<file path="src/rtl/sp_pkg.sv">
package sp_pkg;
  localparam int DATA_W = 8;
  localparam int PTR_W  = 16;
  localparam int NBYTES = PTR_W / DATA_W;
  localparam logic [PTR_W-1:0] FLOOR_ADDR = PTR_W'(16'h0060);

  typedef enum logic [2:0] {
    OP_IDLE = 3'd0,
    OP_PUSH = 3'd1,
    OP_POP  = 3'd2,
    OP_CALL = 3'd3,
    OP_RET  = 3'd4
  } sp_op_e;
endpackage

</file>
<file path="src/rtl/sp_addr_gen.sv">
module sp_addr_gen
  import sp_pkg::*;
(
  input  logic [PTR_W-1:0] sp_i,
  input  logic [2:0]       op_i,
  output logic [PTR_W-1:0] addr0_o,
  output logic [PTR_W-1:0] addr1_o,
  output logic             we_o,
  output logic             re_o,
  output logic             pair_o,
  output logic             step_o,
  output logic [PTR_W-1:0] sp_next_o
);
  always_comb begin
    addr0_o   = sp_i;
    addr1_o   = sp_i - PTR_W'(1);
    we_o      = 1'b0;
    re_o      = 1'b0;
    pair_o    = 1'b0;
    sp_next_o = sp_i;
    case (op_i)
      OP_PUSH: begin
        we_o      = 1'b1;
        sp_next_o = sp_i - PTR_W'(1);
      end
      OP_POP: begin
        re_o      = 1'b1;
        addr0_o   = sp_i + PTR_W'(1);
        sp_next_o = sp_i + PTR_W'(1);
      end
      OP_CALL: begin
        we_o      = 1'b1;
        pair_o    = 1'b1;
        sp_next_o = sp_i - PTR_W'(2);
      end
      OP_RET: begin
        re_o      = 1'b1;
        pair_o    = 1'b1;
        addr0_o   = sp_i + PTR_W'(2);
        addr1_o   = sp_i + PTR_W'(1);
        sp_next_o = sp_i + PTR_W'(2);
      end
      default: ;
    endcase
    step_o = we_o | re_o;
  end
endmodule

</file>
<file path="src/rtl/sp_reg.sv">
module sp_reg
  import sp_pkg::*;
(
  input  logic              clk_i,
  input  logic              rst_ni,
  input  logic [NBYTES-1:0] wr_i,
  input  logic [DATA_W-1:0] wdata_i,
  input  logic              step_i,
  input  logic [PTR_W-1:0]  sp_next_i,
  output logic [PTR_W-1:0]  sp_o
);
  for (genvar b = 0; b < NBYTES; b++) begin : g_lane
    always_ff @(posedge clk_i or negedge rst_ni) begin
      if (!rst_ni)
        sp_o[b*DATA_W +: DATA_W] <= '0;
      else if (wr_i[b])
        sp_o[b*DATA_W +: DATA_W] <= wdata_i;
      else if (step_i && wr_i == '0)
        sp_o[b*DATA_W +: DATA_W] <= sp_next_i[b*DATA_W +: DATA_W];
    end
  end
endmodule

</file>
<file path="src/rtl/sp_floor_chk.sv">
module sp_floor_chk
  import sp_pkg::*;
(
  input  logic             clk_i,
  input  logic             rst_ni,
  input  logic             we_i,
  input  logic             pair_i,
  input  logic [PTR_W-1:0] addr0_i,
  input  logic [PTR_W-1:0] addr1_i,
  output logic             flag_o
);
  logic hit;
  assign hit = we_i && ((addr0_i <= FLOOR_ADDR) || (pair_i && addr1_i <= FLOOR_ADDR));

  always_ff @(posedge clk_i or negedge rst_ni) begin
    if (!rst_ni) flag_o <= 1'b0;
    else if (hit) flag_o <= 1'b1;
  end
endmodule

</file>
<file path="src/rtl/stack_ptr_unit.sv">
module stack_ptr_unit
  import sp_pkg::*;
(
  input  logic        clk_i,
  input  logic        rst_ni,
  input  logic        wr_hi_i,
  input  logic        wr_lo_i,
  input  logic [7:0]  wdata_i,
  input  logic [2:0]  op_i,
  output logic [7:0]  sp_hi_o,
  output logic [7:0]  sp_lo_o,
  output logic [15:0] mem_addr0_o,
  output logic [15:0] mem_addr1_o,
  output logic        mem_we_o,
  output logic        mem_re_o,
  output logic        mem_pair_o,
  output logic        underflow_o
);
  logic [PTR_W-1:0]  sp_q, sp_next;
  logic [NBYTES-1:0] wr_vec;
  logic [2:0]        op_eff;
  logic              step;

  assign wr_vec = {wr_hi_i, wr_lo_i};
  // byte writes win over stack requests
  assign op_eff = (wr_vec != '0) ? 3'(OP_IDLE) : op_i;

  sp_addr_gen i_gen (
    .sp_i      (sp_q),
    .op_i      (op_eff),
    .addr0_o   (mem_addr0_o),
    .addr1_o   (mem_addr1_o),
    .we_o      (mem_we_o),
    .re_o      (mem_re_o),
    .pair_o    (mem_pair_o),
    .step_o    (step),
    .sp_next_o (sp_next)
  );

  sp_reg i_reg (
    .clk_i     (clk_i),
    .rst_ni    (rst_ni),
    .wr_i      (wr_vec),
    .wdata_i   (wdata_i),
    .step_i    (step),
    .sp_next_i (sp_next),
    .sp_o      (sp_q)
  );

  sp_floor_chk i_floor (
    .clk_i   (clk_i),
    .rst_ni  (rst_ni),
    .we_i    (mem_we_o),
    .pair_i  (mem_pair_o),
    .addr0_i (mem_addr0_o),
    .addr1_i (mem_addr1_o),
    .flag_o  (underflow_o)
  );

  assign sp_hi_o = sp_q[15:8];
  assign sp_lo_o = sp_q[7:0];
endmodule

</file>
<file path="config.mk">
export PLATFORM = sky130hd
export DESIGN_NAME = stack_ptr_unit
export DESIGN_NICKNAME = d
export VERILOG_FILES = /design/src/rtl/sp_pkg.sv /design/src/rtl/sp_addr_gen.sv /design/src/rtl/sp_reg.sv /design/src/rtl/sp_floor_chk.sv /design/src/rtl/stack_ptr_unit.sv
export SDC_FILE = /design/constraint.sdc
export NUM_CORES = 1
export LEC_CHECK = 0
export BUFFER_PORTS_ARGS = -buffer_cell sky130_fd_sc_hd__buf_2
export CAP_MARGIN = 20
export CORE_AREA = 2 2 72 74
export DETAILED_ROUTE_END_ITERATION = 16
export DIE_AREA = 0 0 74 76
export PLACE_DENSITY = 0.86
export SYNTH_ARGS = -nofsm -noshare
export SYNTH_HDL_FRONTEND = slang
export SYNTH_SLANG_ARGS = --single-unit
</file>
<file path="constraint.sdc">
create_clock -name clk_i -period 5.6 [get_ports clk_i]
set_clock_uncertainty 0.05 [all_clocks]
set_input_delay 1.12 -clock clk_i [delete_from_list [all_inputs] [get_ports clk_i]]
set_output_delay 1.12 -clock clk_i [all_outputs]
set_load 0.01 [all_outputs]
</file>
==> results of run 1 <==
metal layers:
metal	wire (um)	global-route usage, %	vias to the layer above
li1	-	-	1625
met1	4560	60.6	1684
met2	4820	57.5	346
met3	1480	9.26	45
met4	351	12.4	0
met5	0	0	-
registers in the layout (all words and copies together) (netlist names):
signal,flops
i_reg.sp_o,16
i_floor.flag_o,1
power breakdown:
part	leakage, uW	switching, uW	internal, uW
Clock	0.0000228	45.8	50.7
Sequential	0.000204	87.1	139
Combinational	0.000989	232	151
Total	0.00121	365	341
final cells by class:
class	instances	area share [%]
Inverter	16	1.91
Multi-Input combinational cell	346	69.6
Sequential cell	17	13.5
Tap cell	70	2.78
Clock buffer	4	1.43
Timing Repair Buffer	67	10.7
metrics by stage:
stage                     hold WS, ps  setup WS (ps)
after floorplan                   536           1770
after global placement            577           1250
after detailed placement          572           1180
after CTS                         588           1170
after global routing              608            939
final                             606           1090
cell usage in the layout, fill, tap and decap left out, drive strengths merged, types with 7 or more instances in the layout:
cell type and count:
o31ai 7, dfrtp 17, o21ai 41, a211oi 10
nand2 39, xor2 8, a31oi 12, buf 67
nand3 13, nor3 21, and3 7, nor4 11
nand4 8, a21oi 23, xnor2 22, nor2 35
inv 13
worst reg2reg max path: stages, from the launching register on:
cell and delay [ps]:
dfrtp_1 760, ha_1 590, nand3b_1 290, a2111oi_4 680, and3_4 320, xor2_2 70
a2111oi_1 500, a41o_1 250, a31o_1 140
cells by family after synthesis:
group	after synthesis
flip-flops	17
AND/OR/NAND/NOR	165
multiplexers	4
adder cells (fa/ha/maj)	5
AO/OA/AOI/OAI	142
XOR/XNOR	30
buffers and inverters	48
worst paths after layout:
kind / start / cells past startpoint / endpoint / slack [ps]
min in group asynchronous: rst_ni / 1 / i_floor.flag_o$_DFFE_PN0P_ / 730
worst max register to register: i_reg.sp_o[0]$_DFFE_PN0P_ / 8 / i_floor.flag_o$_DFFE_PN0P_ / 1880
max in group asynchronous: rst_ni / 1 / i_reg.sp_o[1]$_DFFE_PN0P_ / 4470
worst min-delay path: i_floor.flag_o$_DFFE_PN0P_ / 2 / i_floor.flag_o$_DFFE_PN0P_ / 610
worst max-delay path: wr_hi_i / 6 / mem_addr0_o[6] / 1090
worst min register to register: i_floor.flag_o$_DFFE_PN0P_ / 2 / i_floor.flag_o$_DFFE_PN0P_ / 610
==> results.json, run 1 <==
{
  "status": "completed",
  "crit_top_cell": "buf_2",
  "multi_input_area_um2": 2190,
  "fin_util_pct": 64.1,
  "critPathLaunchType": "primary input",
  "dpl_cell_area_um2": 3100,
  "yosys.area.top_type": "dfrtp_1",
  "clk_pin_slew_worst_paths_ps": 70,
  "max_stage_delay_ps": 720,
  "track_usage_pct": 40.5,
  "dieArea_um2": 5620,
  "synthXorXnorAreaFrac_pct": 9.58,
  "synth_adder_area_share_pct": 2.22,
  "grt.overflow.total": 0,
  "cts_resized": 0,
  "tightest_slew_ps": 1020,
  "ys_seq_area_share_pct": 15.1,
  "rows": 26,
  "slew_violations": 0,
  "place_congestion": 0.989,
  "route.vias.total": 3700,
  "fin_total_pwr_uw": 706,
  "timing.final.crit_period_ps": 4510,
  "cts-root-buf": "clkbuf_8",
  "worstSetupPathType": "primary input to output pin",
  "netlist-cell-type-count": 69,
  "syn_avg_cell_area_um2": 6.86,
  "crit_fanout": 18,
  "core_region_area_um2": 4910,
  "cpMaxStageDelayCell": "or3_1",
  "hpwl_um": 8160,
  "synth_ff_type": "dfrtp_1",
  "finalNetCount": 471,
  "fin_cells": 520,
  "detail-route-antenna-nets": 0,
  "final_area_um2": 3150,
  "cts.htree.levels": 1,
  "endpoint_kind": "output pin",
  "cts_tree": "yes",
  "critPathArrivalTime_ps": 3340,
  "yosys.cell_count.top_type": "o21ai_0",
  "synth_compound_area_share_pct": 34.1,
  "start_util_pct": 57.4,
  "synth_edf_count": 0,
  "vias_per_cell": 7.12,
  "max-vdd-ir-drop_mv": 0.188,
  "crit_buf_inv": 2,
  "hold_class": "flip-flop to flip-flop",
  "drt_wl_total_um": 11200,
  "n_antenna_cell": 0,
  "antenna_found_initial": 0,
  "die_w_um": 74,
  "cts_buffer_depth": 2,
  "drt_iter0_drc": 689,
  "ios": 67,
  "leakage_uw": 0.00121,
  "synth_top_family_by_area": "compound AO/OA/AOI/OAI gates",
  "max_freq_ghz": 0.222,
  "holdBufCountCts": 0,
  "dpl.cell_count": 516,
  "post-cts-setup-buffer-count": 0,
  "ys_top_cells_by_area": "dfrtp_1, o21ai_0, xnor2_1",
  "grt_pass1_vias": 3279,
  "synth_nets": 431,
  "synth-seq-cells": 17,
  "power_density_nw_per_um2": 224,
  "synth_common_cells": "o21ai_0, nand2_1, nor2_1, a21oi_1",
  "yosys.area_share.simple_pct": 30.3,
  "setup_viol_count_final": 0,
  "crit_family": "compound AO/OA/AOI/OAI gates",
  "area_growth_syn_to_layout_pct": 11.6,
  "clk_latency_ps": 260,
  "io_buffers": 66,
  "numCtsBuffers": 3,
  "die_height_um": 76,
  "synthArstFlopShare_pct": 100,
  "firstDrtPassIters": 6,
  "setup_tns_ps": 0,
  "route.detailed.drc": 0,
  "synth_top_area_share_pct": 15.1,
  "clock_sinks": 17,
  "syn_area_um2": 2820,
  "drive_above_1_share_pct": 18.2,
  "syn_inst": 411,
  "seq_area_um2": 425,
  "yosysWarnings": 0,
  "maxSlewHeadroom_pct": 31.1,
  "cp_cell_sequence": "buf_2 > or3_1 > a2111oi_4 > a31oi_1 > a21oi_1 > buf_2",
  "max_cap_violations": 0,
  "wire_per_inst_um": 21.6,
  "muxShareOfSynthArea_pct": 1.46,
  "required_ps": 4430,
  "grt_start_max_net_pins": 27,
  "hold_viol": 0,
  "fin_crit_sh_pct": 80.6,
  "grt_pass1_wl_um": 17900,
  "nFillCells": 455,
  "grt_setup_unrepaired": "false"
}
No activity file was read; power rests on OpenSTA's default activity.
==> inputs of run 2 (changes only) <==
- ABC_AREA: default -> 1
- CORE_AREA: 2 2 72 74 -> 2 2 77 79
- DIE_AREA: 0 0 74 76 -> 0 0 79 81
- PLACE_DENSITY: 0.86 -> 0.81
- clock period: 5.6 -> 4.2 ns (I/O delays scaled with it)
==> results.json, run 2 <==
{
  "netlist-cell-type-count": 37,
  "synth_common_cells": "nand2_1, nand3_1, inv_1, nor2_1, o21ai_0",
  "n_antenna_cell": 0,
  "ys_seq_area_share_pct": 13.9,
  "area_growth_syn_to_layout_pct": 10.7,
  "syn_inst": 548,
  "fin_util_pct": 59.5,
  "start_util_pct": 53.8,
  "drt_wl_total_um": 11700,
  "cts-root-buf": "clkbuf_8",
  "required_ps": 3310,
  "grt_setup_unrepaired": "false",
  "max_freq_ghz": 0.294,
  "worstSetupPathType": "flip-flop to output pin",
  "route.detailed.drc": 0,
  "crit_fanout": 7,
  "reg_top3": "i_reg.sp_o (16), i_floor.flag_o (1)",
  "synthArstFlopShare_pct": 100,
  "cts_buffer_depth": 2,
  "clk_latency_ps": 280,
  "firstDrtPassIters": 5,
  "yosys.area.top_type": "nand2_1",
  "finalNetCount": 619,
  "yosysWarnings": 0,
  "critPathArrivalTime_ps": 2510,
  "io_buffers": 66,
  "endpoint_kind": "output pin",
  "rows": 28,
  "status": "completed",
  "drive_above_1_share_pct": 18.6,
  "final_cell_mix": "nand2_1, nand3_1, buf_2, inv_1, nor2_1",
  "ios": 67,
  "whs_ps": 422,
  "max_stage_delay_ps": 480,
  "hpwl_um": 8830,
  "vias_per_cell": 6.06,
  "setup_viol_count_final": 0,
  "cts_tree": "yes",
  "hold_viol": 0,
  "synth-seq-cells": 17,
  "setup_tns_ps": 0,
  "syn_avg_cell_area_um2": 5.57,
  "max_cap_violations": 0,
  "largest-register": "i_reg.sp_o",
  "yosys.cell_count.top_type": "nand2_1",
  "hold_class": "flip-flop to flip-flop",
  "clk_pin_slew_worst_paths_ps": 90,
  "synth_nets": 568,
  "synth_top_area_share_pct": 21.8,
  "track_usage_pct": 36.9,
  "mostFrequentLayoutCell": "nand2_1",
  "route.vias.total": 4077,
  "dpl.cell_count": 669,
  "fin_cells": 673,
  "grt_pass1_wl_um": 18200,
  "reg2reg_slack_ps": 1540,
  "cpMaxStageDelayCell": "dfrtp_1",
  "holdBufCountCts": 0,
  "reg2reg_depth": 13,
  "synth_edf_count": 0,
  "dieArea_um2": 6400,
  "sequentialPowerShare_pct": 27.7,
  "drt_iter0_drc": 517,
  "cts_resized": 0,
  "ys_top_cells_by_area": "nand2_1, dfrtp_1, nand3_1",
  "maxSlewHeadroom_pct": 46.7,
  "synth_ff_type": "dfrtp_1",
  "cp-endpoint": "mem_addr1_o[15]",
  "tightest_slew_ps": 799,
  "antenna_found_initial": 0,
  "setup.worst_path.start": "i_reg.sp_o[1]$_DFFE_PN0P_",
  "die_w_um": 79,
  "p_comb_share_pct": 57.8,
  "numCtsBuffers": 3,
  "timing.rr.end": "i_floor.flag_o$_DFFE_PN0P_",
  "slew_violations": 0,
  "p_int_uw": 446,
  "timing.final.crit_period_ps": 3400,
  "die_height_um": 81,
  "switching_power_uw": 525,
  "grt_pass1_vias": 3584,
  "whs_path_depth": 2,
  "syn_area_um2": 3050,
  "wire_per_inst_um": 17.4,
  "fin_crit_sh_pct": 81.0,
  "clock_sinks": 17,
  "crit-reg2reg-launch": "i_reg.sp_o[2]$_DFFE_PN0P_",
  "cp_cell_sequence": "inv_1 > ha_1 > nand2_1 > nor2_1 > nand2_1 > nand2_1 > nand2_1 > o21ai_0 > buf_2",
  "leakage_uw": 0.00180,
  "sw_frac_of_total_pct": 54.1,
  "grt.overflow.total": 0,
  "detail-route-antenna-nets": 0,
  "grt_start_max_net_pins": 27,
  "max-vdd-ir-drop_mv": 0.226,
  "crit_top_cell": "nand2_1",
  "cts.htree.levels": 1,
  "post-cts-setup-buffer-count": 0,
  "critPathLaunchType": "flip-flop",
  "place_congestion": 1.03,
  "core_region_area_um2": 5680,
  "power_density_nw_per_um2": 288,
  "clkPwrFrac_pct": 14.4,
  "largest_reg_flops": 16
}
[run 2: changes by cell type after synthesis, sizes merged, moves of 11 or more]
| cell | delta |
|---|---|
| nand2 | +142 |
| nand3 | +76 |
| inv | +51 |
| nor2 | +32 |
| clkbuf | -21 |
| xnor2 | -21 |
| o21ai | -12 |
| a31oi | -11 |
| buf | +11 |
| nor3 | -11 |
| nor4 | -11 |
[run 2: area by class of cell]
class,instances,area (um2)
clock inverter,1,5.00
clock buffer,3,41.3
multi-input combinational,444,2220
tap,75,93.8
inverter,65,246
sequential,17,425
fill,604,2300
timing repair buffer,68,345
[run 2: power by group through the flow]
| stage | sequential [uW] | clock, uW | combinational (uW) |
|---|---|---|---|
| after floorplan | 223 | 0 | 415 |
| after global placement | 267 | 0 | 546 |
| after detailed placement | 268 | 0 | 550 |
| after CTS | 265 | 143 | 552 |
| after global routing | 272 | 148 | 619 |
| final | 269 | 140 | 562 |
[run 2: cell families (layout without fill, tap and decap cells)]
family | Yosys count | in the layout | share of synthesized area [%]
simple gates | 357 | 357 | 53.2
buf+inv | 87 | 137 | 13.3
compound gates | 70 | 70 | 14.1
flops | 17 | 17 | 13.9
xor+xnor | 12 | 12 | 3.44
fa+ha+maj | 5 | 5 | 2.05
[run 2: layer usage]
layer	routed length, um	vias to the layer above	track usage (%)
met3	1470	46	5.22
met5	0	-	0
li1	-	1910	-
met4	497	0	16.0
met2	5220	312	60.4
met1	4540	1809	48.7
[run 2: worst min-delay path by stage]
stage	start	endpoint	slack (ps)
after floorplan	i_floor.flag_o$_DFFE_PN0P_	i_floor.flag_o$_DFFE_PN0P_	450
after global placement	i_floor.flag_o$_DFFE_PN0P_	i_floor.flag_o$_DFFE_PN0P_	400
after detailed placement	i_floor.flag_o$_DFFE_PN0P_	i_floor.flag_o$_DFFE_PN0P_	410
after CTS	i_floor.flag_o$_DFFE_PN0P_	i_floor.flag_o$_DFFE_PN0P_	430
after global routing	i_floor.flag_o$_DFFE_PN0P_	i_floor.flag_o$_DFFE_PN0P_	440
final	i_floor.flag_o$_DFFE_PN0P_	i_floor.flag_o$_DFFE_PN0P_	420
[run 2: critical path, delay by kind of cell (launching register included)]
family | cells | cell delay [ps]
adder cells (fa/ha/maj) | 1 | 360
AO/OA/AOI/OAI | 1 | 260
buffers and inverters | 2 | 430
flip-flops | 1 | 480
AND/OR/NAND/NOR | 5 | 710
[run 2: through the flow]
stage          power (uW)  worst slack [ps]  cell area [um2]
5_1_grt              1040               654             3380
2_1_floorplan         638              1480             3050
6_report              972               796             3380
3_3_place_gp          813               907             3330
3_5_place_dp          817               893             3330
4_1_cts               960               874             3380
